$ cat src/rtl/sbs_pkg.sv
package sbs_pkg;
    localparam int CTRL_W       = 8;
    localparam int CTRL_BUSY_POS = 7;
    localparam int CTRL_SEL_POS  = 0;

    function automatic logic [CTRL_W-1:0] ctrl_pack(input logic busy, input logic int_sel);
        logic [CTRL_W-1:0] v;
        v = '0;
        v[CTRL_BUSY_POS] = busy;
        v[CTRL_SEL_POS]  = int_sel;
        return v;
    endfunction
endpackage

$ cat src/rtl/sbs_tick_gen.sv
module sbs_tick_gen #(
    parameter int PERIOD_SEL = 2
) (
    input  logic clk,
    input  logic rst_n,
    output logic tick
);
    localparam int CNT_W = PERIOD_SEL + 1;

    typedef struct packed {
        logic [CNT_W-1:0] cnt;
        logic             last;
    } tick_st_t;

    tick_st_t s_d, s_q;

    always_comb begin
        s_d      = s_q;
        s_d.cnt  = s_q.cnt + 1'b1;
        s_d.last = s_q.cnt[PERIOD_SEL];
        tick     = s_q.cnt[PERIOD_SEL] ^ s_q.last;
    end

    always_ff @(posedge clk) begin
        if (!rst_n) s_q <= '0;
        else        s_q <= s_d;
    end

    generate
        if (PERIOD_SEL > 0) begin : g_spacing
            AST_TICK_SPACING: assert property (@(posedge clk) disable iff (!rst_n)
                tick |=> !tick);
        end
    endgenerate
endmodule

$ cat src/rtl/sbs_bit_src.sv
module sbs_bit_src (
    input  logic int_sel,
    input  logic tick,
    input  logic ext_strobe,
    input  logic sin,
    input  logic sin_connected,
    output logic advance,
    output logic in_bit
);
    always_comb begin
        advance = int_sel ? tick : ext_strobe;
        in_bit  = sin_connected ? sin : 1'b1;
    end
endmodule

$ cat src/rtl/sbs_shift_core.sv
module sbs_shift_core #(
    parameter int DATA_W = 8
) (
    input  logic              clk,
    input  logic              rst_n,
    input  logic              data_we,
    input  logic [DATA_W-1:0] data_wdata,
    input  logic              ctrl_we,
    input  logic              ctrl_start,
    input  logic              ctrl_int,
    input  logic              advance,
    input  logic              in_bit,
    output logic [DATA_W-1:0] data_q,
    output logic              busy,
    output logic              int_sel,
    output logic              sout,
    output logic              bit_start,
    output logic              irq
);
    localparam int CNT_W = (DATA_W > 2) ? $clog2(DATA_W) : 1;
    localparam logic [CNT_W-1:0] LAST_BIT = CNT_W'(DATA_W - 1);

    typedef struct packed {
        logic [DATA_W-1:0] data;
        logic [CNT_W-1:0]  cnt;
        logic              busy;
        logic              int_sel;
        logic              sout;
        logic              bit_start;
        logic              irq;
    } core_st_t;

    core_st_t s_d, s_q;

    always_comb begin
        s_d           = s_q;
        s_d.bit_start = 1'b0;
        s_d.irq       = 1'b0;
        if (!s_q.busy) begin
            if (data_we) s_d.data = data_wdata;
            if (ctrl_we) begin
                s_d.int_sel = ctrl_int;
                if (ctrl_start) begin
                    s_d.busy      = 1'b1;
                    s_d.cnt       = '0;
                    s_d.sout      = data_we ? data_wdata[DATA_W-1] : s_q.data[DATA_W-1];
                    s_d.bit_start = 1'b1;
                end
            end
        end else if (advance) begin
            s_d.data = {s_q.data[DATA_W-2:0], in_bit};
            if (s_q.cnt == LAST_BIT) begin
                s_d.cnt  = '0;
                s_d.busy = 1'b0;
                s_d.sout = 1'b1;
                s_d.irq  = 1'b1;
            end else begin
                s_d.cnt       = s_q.cnt + 1'b1;
                s_d.sout      = s_q.data[DATA_W-2];
                s_d.bit_start = 1'b1;
            end
        end
    end

    always_ff @(posedge clk) begin
        if (!rst_n) begin
            s_q      <= '0;
            s_q.sout <= 1'b1;
        end else begin
            s_q <= s_d;
        end
    end

    assign data_q    = s_q.data;
    assign busy      = s_q.busy;
    assign int_sel   = s_q.int_sel;
    assign sout      = s_q.sout;
    assign bit_start = s_q.bit_start;
    assign irq       = s_q.irq;

    AST_IDLE_LINE_HIGH: assert property (@(posedge clk) disable iff (!rst_n)
        !s_q.busy |-> s_q.sout);
    AST_IRQ_ENDS_BUSY: assert property (@(posedge clk) disable iff (!rst_n)
        s_q.irq |-> !s_q.busy);
    AST_IRQ_SINGLE: assert property (@(posedge clk) disable iff (!rst_n)
        s_q.irq |=> !s_q.irq);
    AST_IDLE_NO_SHIFT: assert property (@(posedge clk) disable iff (!rst_n)
        (!s_q.busy && !data_we) |=> $stable(s_q.data));
    AST_BUSY_WRITE_IGNORED: assert property (@(posedge clk) disable iff (!rst_n)
        (s_q.busy && !advance) |=> $stable(s_q.data));
    AST_START_STROBE: assert property (@(posedge clk) disable iff (!rst_n)
        $rose(s_q.busy) |-> s_q.bit_start);
endmodule

$ cat src/rtl/sbyte_shifter.sv
module sbyte_shifter #(
    parameter int DATA_W     = 8,
    parameter int PERIOD_SEL = 2
) (
    input  logic              clk,
    input  logic              rst_n,
    input  logic              data_we,
    input  logic [DATA_W-1:0] data_wdata,
    input  logic              ctrl_we,
    input  logic              ctrl_start,
    input  logic              ctrl_int,
    input  logic              ext_strobe,
    input  logic              sin,
    input  logic              sin_connected,
    output logic [DATA_W-1:0] data_q,
    output logic [7:0]        ctrl_rdata,
    output logic              sout,
    output logic              bit_start,
    output logic              irq
);
    import sbs_pkg::*;

    logic tick, advance, in_bit, busy, int_sel;

    sbs_tick_gen #(.PERIOD_SEL(PERIOD_SEL)) u_tick (
        .clk(clk), .rst_n(rst_n), .tick(tick)
    );

    sbs_bit_src u_src (
        .int_sel(int_sel), .tick(tick), .ext_strobe(ext_strobe),
        .sin(sin), .sin_connected(sin_connected),
        .advance(advance), .in_bit(in_bit)
    );

    sbs_shift_core #(.DATA_W(DATA_W)) u_core (
        .clk(clk), .rst_n(rst_n),
        .data_we(data_we), .data_wdata(data_wdata),
        .ctrl_we(ctrl_we), .ctrl_start(ctrl_start), .ctrl_int(ctrl_int),
        .advance(advance), .in_bit(in_bit),
        .data_q(data_q), .busy(busy), .int_sel(int_sel),
        .sout(sout), .bit_start(bit_start), .irq(irq)
    );

    assign ctrl_rdata = ctrl_pack(busy, int_sel);

    AST_CTRL_IDLE_HIGH: assert property (@(posedge clk) disable iff (!rst_n)
        !ctrl_rdata[7] |-> sout);
endmodule

$ cat config.mk
export PLATFORM = sky130hd
export DESIGN_NAME = sbyte_shifter
export DESIGN_NICKNAME = d
export VERILOG_FILES = /design/src/rtl/sbs_pkg.sv /design/src/rtl/sbs_tick_gen.sv /design/src/rtl/sbs_bit_src.sv /design/src/rtl/sbs_shift_core.sv /design/src/rtl/sbyte_shifter.sv
export SDC_FILE = /design/constraint.sdc
export NUM_CORES = 1
export LEC_CHECK = 0
export CAP_MARGIN = 25
export CORE_ASPECT_RATIO = 2
export CORE_UTILIZATION = 30
export CTS_CLUSTER_DIAMETER = 200
export DETAILED_ROUTE_END_ITERATION = 8
export DONT_BUFFER_PORTS = 1
export GPL_TIMING_DRIVEN = 0
export PLACE_DENSITY = 0.48
export SYNTH_ARGS = -nofsm -noshare
export SYNTH_HDL_FRONTEND = slang
export SYNTH_SLANG_ARGS = --single-unit
$ cat constraint.sdc
create_clock -name clk -period 1.2 [get_ports clk]
set_input_delay 0.3 -clock clk [delete_from_list [all_inputs] [get_ports clk]]
set_output_delay 0.3 -clock clk [all_outputs]
set_load 0.01 [all_outputs]
==> impl_metrics.py, run 1 <==
metrics = {
    "floorplanning": {
        "fp.coreArea_sq_um": 3157,
        "die_x_um": 42.72,
        "die_y_um": 83.43,
        "dieArea_sq_um": 3564,
        "io_pins": 36,
        "start_util_pct": 31.51,
        "std_cell_rows": 29,
    },
    "drt": {
        "wl_per_cell_um": 13.52,
        "first_iter_violations": 17,
        "viasPerCell": 5.013,
        "post-route-drc-count": 0,
        "vias": 787,
        "routed_wl_mm": 2.123,
        "ant_nets": 0,
        "drt_first_pass_iters": 4,
    },
    "worst_setup_path": {
        "crit_type": "flop to flop",
        "ff2ff_setup_slack_ps": -80,
        "cp-start-kind": "flop",
        "r2r_cells": 4,
        "rr_startpoint": "u_tick.s_d[0]",
        "critPathMaxFanout": 5,
        "crit_path_end_kind": "flop",
        "arrival_ps": 1470,
        "timing.rr.end": "u_core.s_q[5]",
        "critPathRequiredTime_ps": 1390,
    },
    "final_layout": {
        "insertedDiodeCount": 0,
        "finish.utilization_pct": 39.24,
        "final_area_sq_um": 1239,
        "layout-drive-gt1-share_pct": 34.13,
        "syn_to_final_growth_pct": 24.53,
        "final_nets": 147,
    },
    "min_path": {
        "min-delay-start": "data_wdata[1]",
        "holdCritPathClass": "input port to flop",
        "hold_path_depth": 2,
        "holdPathEnd": "u_core.data_q[1]",
    },
    "grt": {
        "grt_pass1_wl_mm": 3.463,
        "grt_pass1_vias": 772,
        "antenna_found_initial": 0,
        "grt_usage_pct": 12.72,
        "gr-total-overflow": 0,
        "grt_start_max_net_pins": 12,
    },
    "logic_synthesis": {
        "syn_avg_cell_area_sq_um": 9.126,
        "synth_area_leader_cell": "dfxtp_1",
        "synth_seq_cells": 20,
        "syn_area_sq_um": 994.7,
        "synth.top_cell.area_share_pct": 40.25,
        "ys_warn_count": 0,
        "synth_area_leaders": "dfxtp_1 (40%), buf_4 (12%), nand3_1 (7.0%)",
        "synth_cells": 109,
        "synth.distinct_cells": 30,
        "yosysSeqAreaShare_pct": 40.25,
    },
    "cts": {
        "clk_latency_ps": 250,
        "cts_tree": "built",
        "numCtsBuffers": 3,
        "root_buffer": "clkbuf_8",
        "clk_path_buf_depth": 2,
        "htreeDepth": 1,
        "clk_pin_slew_worst_paths_ps": 70,
        "cts_sinks": 20,
    },
    "sta": {
        "rsz0062_at_grt": "true",
        "whs_ps": 152.5,
        "clock.fmax_mhz": 779.2,
        "slew_violations": 0,
        "fin_skew_ps": 1.274,
        "layout_setup_ws_ps": -83.32,
        "hold_viol": 0,
        "period_minus_slack_ps": 1283,
        "finalSetupViolCount": 10,
        "timing.final.crit_share_pct": 106.9,
    },
    "job": {
        "maxCapViolations": 0,
    },
    "power": {
        "ir_drop_v": 0.0006612,
        "power_density_nw_per_um2": 1211,
        "leakagePower_uw": 0.0005470,
    },
    "placement": {
        "pre_cts_ws_ps": -202.1,
        "port_buffers": 0,
        "finalWeightedCongestion": 0.8136,
        "placed_area_sq_um": 1057,
    },
    "outcome": {
        "status": "finished, violations left",
        "violations": "setup timing",
    },
}
[layout make-up]
cell class	instances	area (sq um)
Buffer	20	142.6
Timing Repair Buffer	8	63.81
Multi-Input combinational cell	74	523.0
Tap cell	31	38.79
Fill cell	344	1918
Clock buffer	4	55.05
Sequential cell	20	415.4
[registers in the layout, summed over array words and instances (netlist names)]
| signal | count |
|---|---|
| u_tick.s_d | 1 |
| u_core.s_q | 3 |
| u_core.busy | 1 |
| u_core.sout | 1 |
| u_core.data_q | 8 |
| u_tick.s_q | 3 |
| u_core.bit_start | 1 |
| u_core.int_sel | 1 |
| u_core.irq | 1 |
[critical path: stages, from the launching register on]
cell	delay [ps]
dfxtp_4	370
xnor2_2	150
a21o_1	240
or3_1	340
a21boi_1	120
[worst max-delay path by stage]
stage,startpoint,slack [ps],end,depth (start not counted)
6_report,u_tick.s_d[0],-80,u_core.s_q[5],4
5_1_grt,u_tick.s_q[0],-130,u_core.data_q[0],5
4_1_cts,u_tick.s_q[0],-70,u_core.data_q[0],5
3_5_place_dp,u_tick.s_d[0],-200,u_core.sout,5
3_3_place_gp,u_tick.s_d[0],-200,u_core.sout,5
2_1_floorplan,u_tick.s_d[0],6,u_core.s_q[5],4
[per-layer routing]
metal | track usage [%] | routed length (um) | vias to the layer above
li1 | - | - | 396
met1 | 13.45 | 812 | 359
met2 | 21.63 | 1112 | 30
met3 | 3.696 | 177 | 2
met4 | 6.818 | 22 | 0
met5 | 0 | 0 | -
[kinds of logic (layout without fill, tap and decap cells)]
family,after synthesis,count (layout),synth area share [%]
fa+ha+maj,3,3,3.774
other cells,1,6,0.3770
xor+xnor,3,3,2.642
compound gates,21,21,17.11
flops,20,20,40.25
buf+inv,20,32,13.71
mux,2,2,2.013
simple gates,39,39,20.13
[power breakdown]
part / switching, uW / internal [uW] / total [uW]
Sequential: 38.5 / 705 / 743
Clock: 220 / 292 / 512
Combinational: 118 / 127 / 245
[placed cells by master (no fill, tap or decap), types with 2 or more instances in the layout]
master | Yosys | routed
a32oi_1 | 6 | 6
and2_1 | 3 | 3
conb_1 | 1 | 6
buf_4 | 16 | 23
a21boi_1 | 4 | 4
clkbuf_8 | 0 | 4
dfxtp_4 | 0 | 3
ha_4 | 0 | 2
dfxtp_2 | 0 | 3
nand2_1 | 11 | 11
o21ai_0 | 3 | 3
buf_6 | 0 | 2
mux2i_1 | 2 | 2
clkbuf_1 | 2 | 2
nand2b_1 | 2 | 2
nor2b_1 | 4 | 3
dfxtp_1 | 20 | 14
nand3_1 | 14 | 14
[per-stage QoR]
stage          TNS [ps]  total power (uW)  instances
6_report         -456.4              1500        157
3_3_place_gp      -2340             962.0        145
4_1_cts          -415.7              1520        157
3_5_place_dp      -2631             965.5        145
5_1_grt           -1446              1580        157
2_1_floorplan         0             928.4        114
[timing repair]
item,in CTS,in global routing
gates resized for setup,15,2
buffers inserted,8,0
cloned,0,0
hold buffers,0,0
setup endpoints to repair,14,13
pin swaps,6,4
[synthesized netlist by cell type]
| master | n |
|---|---|
| nor2b_1 | 4 |
| a32oi_1 | 6 |
| and2_2 | 1 |
| ha_1 | 3 |
| buf_4 | 16 |
| a22oi_1 | 1 |
| nor2_1 | 1 |
| o21ai_1 | 1 |
| nand2b_1 | 2 |
| xor2_1 | 2 |
| a21boi_0 | 1 |
| a21boi_1 | 4 |
| and2_1 | 3 |
| a21o_1 | 1 |
| buf_2 | 1 |
| a21oi_1 | 2 |
| and3_1 | 1 |
| nand3_1 | 14 |
| xnor2_1 | 1 |
| nand2_1 | 11 |
| o2111ai_1 | 1 |
| conb_1 | 1 |
| a311oi_4 | 1 |
| o21ai_0 | 3 |
| dfxtp_1 | 20 |
| and3b_1 | 1 |
| buf_1 | 1 |
| or3_1 | 1 |
| mux2i_1 | 2 |
| clkbuf_1 | 2 |
Power figures use the tool's default switching activity.
==> run 2: changes to the inputs <==
--- a/config.mk
+++ b/config.mk
@@ -5,7 +5,6 @@
 export SDC_FILE = /design/constraint.sdc
 export NUM_CORES = 1
 export LEC_CHECK = 0
-export CAP_MARGIN = 25
 export CORE_ASPECT_RATIO = 2
 export CORE_UTILIZATION = 30
 export CTS_CLUSTER_DIAMETER = 200
==> results of run 2 <==
The final DEF is identical to that of run 1; final timing and power are the same.
==> run 3: changes to the inputs <==
--- a/config.mk
+++ b/config.mk
@@ -6,12 +6,13 @@
 export NUM_CORES = 1
 export LEC_CHECK = 0
 export CORE_ASPECT_RATIO = 2
+export CORE_MARGIN = 4
 export CORE_UTILIZATION = 30
 export CTS_CLUSTER_DIAMETER = 200
 export DETAILED_ROUTE_END_ITERATION = 8
 export DONT_BUFFER_PORTS = 1
 export GPL_TIMING_DRIVEN = 0
-export PLACE_DENSITY = 0.48
+export PLACE_DENSITY = 0.55
 export SYNTH_ARGS = -nofsm -noshare
 export SYNTH_HDL_FRONTEND = slang
 export SYNTH_SLANG_ARGS = --single-unit
==> run 3 against run 2 <==
The run still ends with setup timing left. Critical path depth rose by 1. Sequential power up 0.5%. Routed wire length rose by 7.7%. Flip-flop and latch count unchanged. Highest routed layer unchanged.
==> impl_metrics.py, run 3 (synthesis gave the netlist of run 1 again) <==
metrics = {
    "sta": {
        "finalSetupViolCount": 11,
        "final.setup.tns_ps": -471.1,
        "hold_viol": 0,
        "slew_violations": 0,
        "rsz0062_at_grt": "true",
        "fin_skew_ps": 4.883,
        "whs_ps": 143.8,
        "period_minus_slack_ps": 1268,
        "layout_setup_ws_ps": -68.14,
        "clock.fmax_mhz": 788.6,
        "timing.final.crit_share_pct": 105.7,
    },
    "grt": {
        "antenna_found_initial": 0,
        "grt_pass1_wl_mm": 3.498,
        "gr-total-overflow": 0,
        "grt_start_max_net_pins": 13,
        "grt_pass1_vias": 798,
        "grt_usage_pct": 10.26,
    },
    "power": {
        "leakagePower_uw": 0.0005574,
        "clockPowerShare_pct": 40.4,
        "p_sw_uw": 394.5,
        "seq_power_share_pct": 44.6,
        "power_density_nw_per_um2": 1312,
        "p_int_uw": 1280,
        "p_sw_share_pct": 23.56,
        "pwr-share-comb_pct": 14.9,
        "ir_drop_v": 0.0008604,
    },
    "placement": {
        "finalWeightedCongestion": 0.7426,
        "hpwl_mm": 1.611,
        "port_buffers": 0,
    },
    "worst_setup_path": {
        "critPathMaxFanout": 8,
        "critPathRequiredTime_ps": 1410,
        "crit_type": "flop to flop",
        "cp-start-kind": "flop",
        "arrival_ps": 1480,
        "crit_path_end_kind": "flop",
    },
    "drt": {
        "top_layer": "met4",
        "drt_first_pass_iters": 4,
        "dr_wl_met3_um": 164,
        "ant_nets": 0,
        "viasPerCell": 5.229,
        "first_iter_violations": 23,
        "routed_wl_mm": 2.286,
        "wl_met2_mm": 1.218,
        "vias": 821,
        "post-route-drc-count": 0,
        "wl_per_cell_um": 14.56,
        "wl_met1_um": 825,
    },
    "cts": {
        "root_buffer": "clkbuf_8",
        "cts_tree": "built",
        "clk_path_buf_depth": 2,
        "htreeDepth": 1,
        "clk_pin_slew_worst_paths_ps": 80,
        "numCtsBuffers": 3,
        "cts_hold_buffers": 0,
        "clk_latency_ps": 260,
        "cts_sinks": 20,
    },
    "floorplanning": {
        "dieArea_sq_um": 4357,
        "start_util_pct": 31.15,
        "die_x_um": 48.72,
        "fp.coreArea_sq_um": 3193,
        "std_cell_rows": 29,
        "io_pins": 36,
        "die_y_um": 89.43,
    },
    "final_layout": {
        "largest_reg_flops": 8,
        "ff_latch_area_sq_um": 417.9,
        "insertedDiodeCount": 0,
        "final_nets": 147,
        "layout-drive-gt1-share_pct": 36.51,
        "layout_common_cells": "buf_4 (20), nand3_1 (14), dfxtp_1 (14)",
        "syn_to_final_growth_pct": 28.30,
        "fillers": 317,
        "layout_commonest_cell": "buf_4",
        "multi_input_area_sq_um": 530.5,
    },
    "outcome": {
        "violations": "setup timing",
        "status": "finished, violations left",
    },
    "min_path": {
        "holdCritPathClass": "input port to flop",
    },
    "job": {
        "maxCapViolations": 0,
    },
}
## run 3: cell count changes in the layout (fill, tap and decap cells not counted), sizes merged
| cell | delta |
|---|---|
| bufinv | +1 |
| clkbuf | -1 |
## run 3: power by group through the flow
stage	logic (uW)	clock network, uW	registers [uW]
after floorplan	175	0	753
after global placement	198	0	763
after detailed placement	199	0	765
after CTS	241	692	747
after global routing	276	719	752
final	250	677	747
## run 3: worst max-delay path, cell delays in order (launching register included)
cell,delay (ps)
dfxtp_4,370
xor2_2,190
a311oi_4,300
buf_6,170
a32oi_1,100
nand2_1,90
## run 3: repair_timing
item	4_1_cts	5_1_grt
pin swaps	16	7
buffers inserted	8	0
setup endpoints to repair	14	15
gates cloned	0	0
gates resized for setup	16	8
## run 3: worst paths after layout
path,cells after the start,slack [ps],to,startpoint
max reg2reg,5,-70,u_core.data_q[5],u_tick.s_q[0]
max,5,-70,u_core.data_q[5],u_tick.s_q[0]
min,2,140,u_core.data_q[3],data_wdata[3]
min reg2reg,1,430,u_tick.s_q[1],u_tick.s_q[1]
## run 3: per-stage QoR
stage | cells | utilization, % | area [sq um] | total power, uW | setup WS (ps)
after floorplan | 114 | - | 1018 | 928.4 | 6.167
after global placement | 145 | 33.11 | 1057 | 960.6 | -163.8
after detailed placement | 145 | 33.11 | 1057 | 964.5 | -158.6
after CTS | 157 | 39.03 | 1246 | 1680 | -31.17
after global routing | 157 | 39.97 | 1276 | 1747 | -117.8
final | 157 | 39.97 | 1276 | 1674 | -68.14
## run 3: metal layers
layer | up-vias | track usage (%)
met5 | - | 0
met4 | 0 | 7.598
met3 | 7 | 3.339
met2 | 30 | 17.98
met1 | 387 | 9.868
li1 | 397 | -
## run 3: final cells by class
type	count	area share, %
Sequential cell	20	32.75
Tap cell	31	3.039
Timing Repair Buffer	8	5.588
Clock inverter	1	2.353
Buffer	20	11.47
Multi-Input combinational cell	74	41.57
Clock buffer	3	3.235
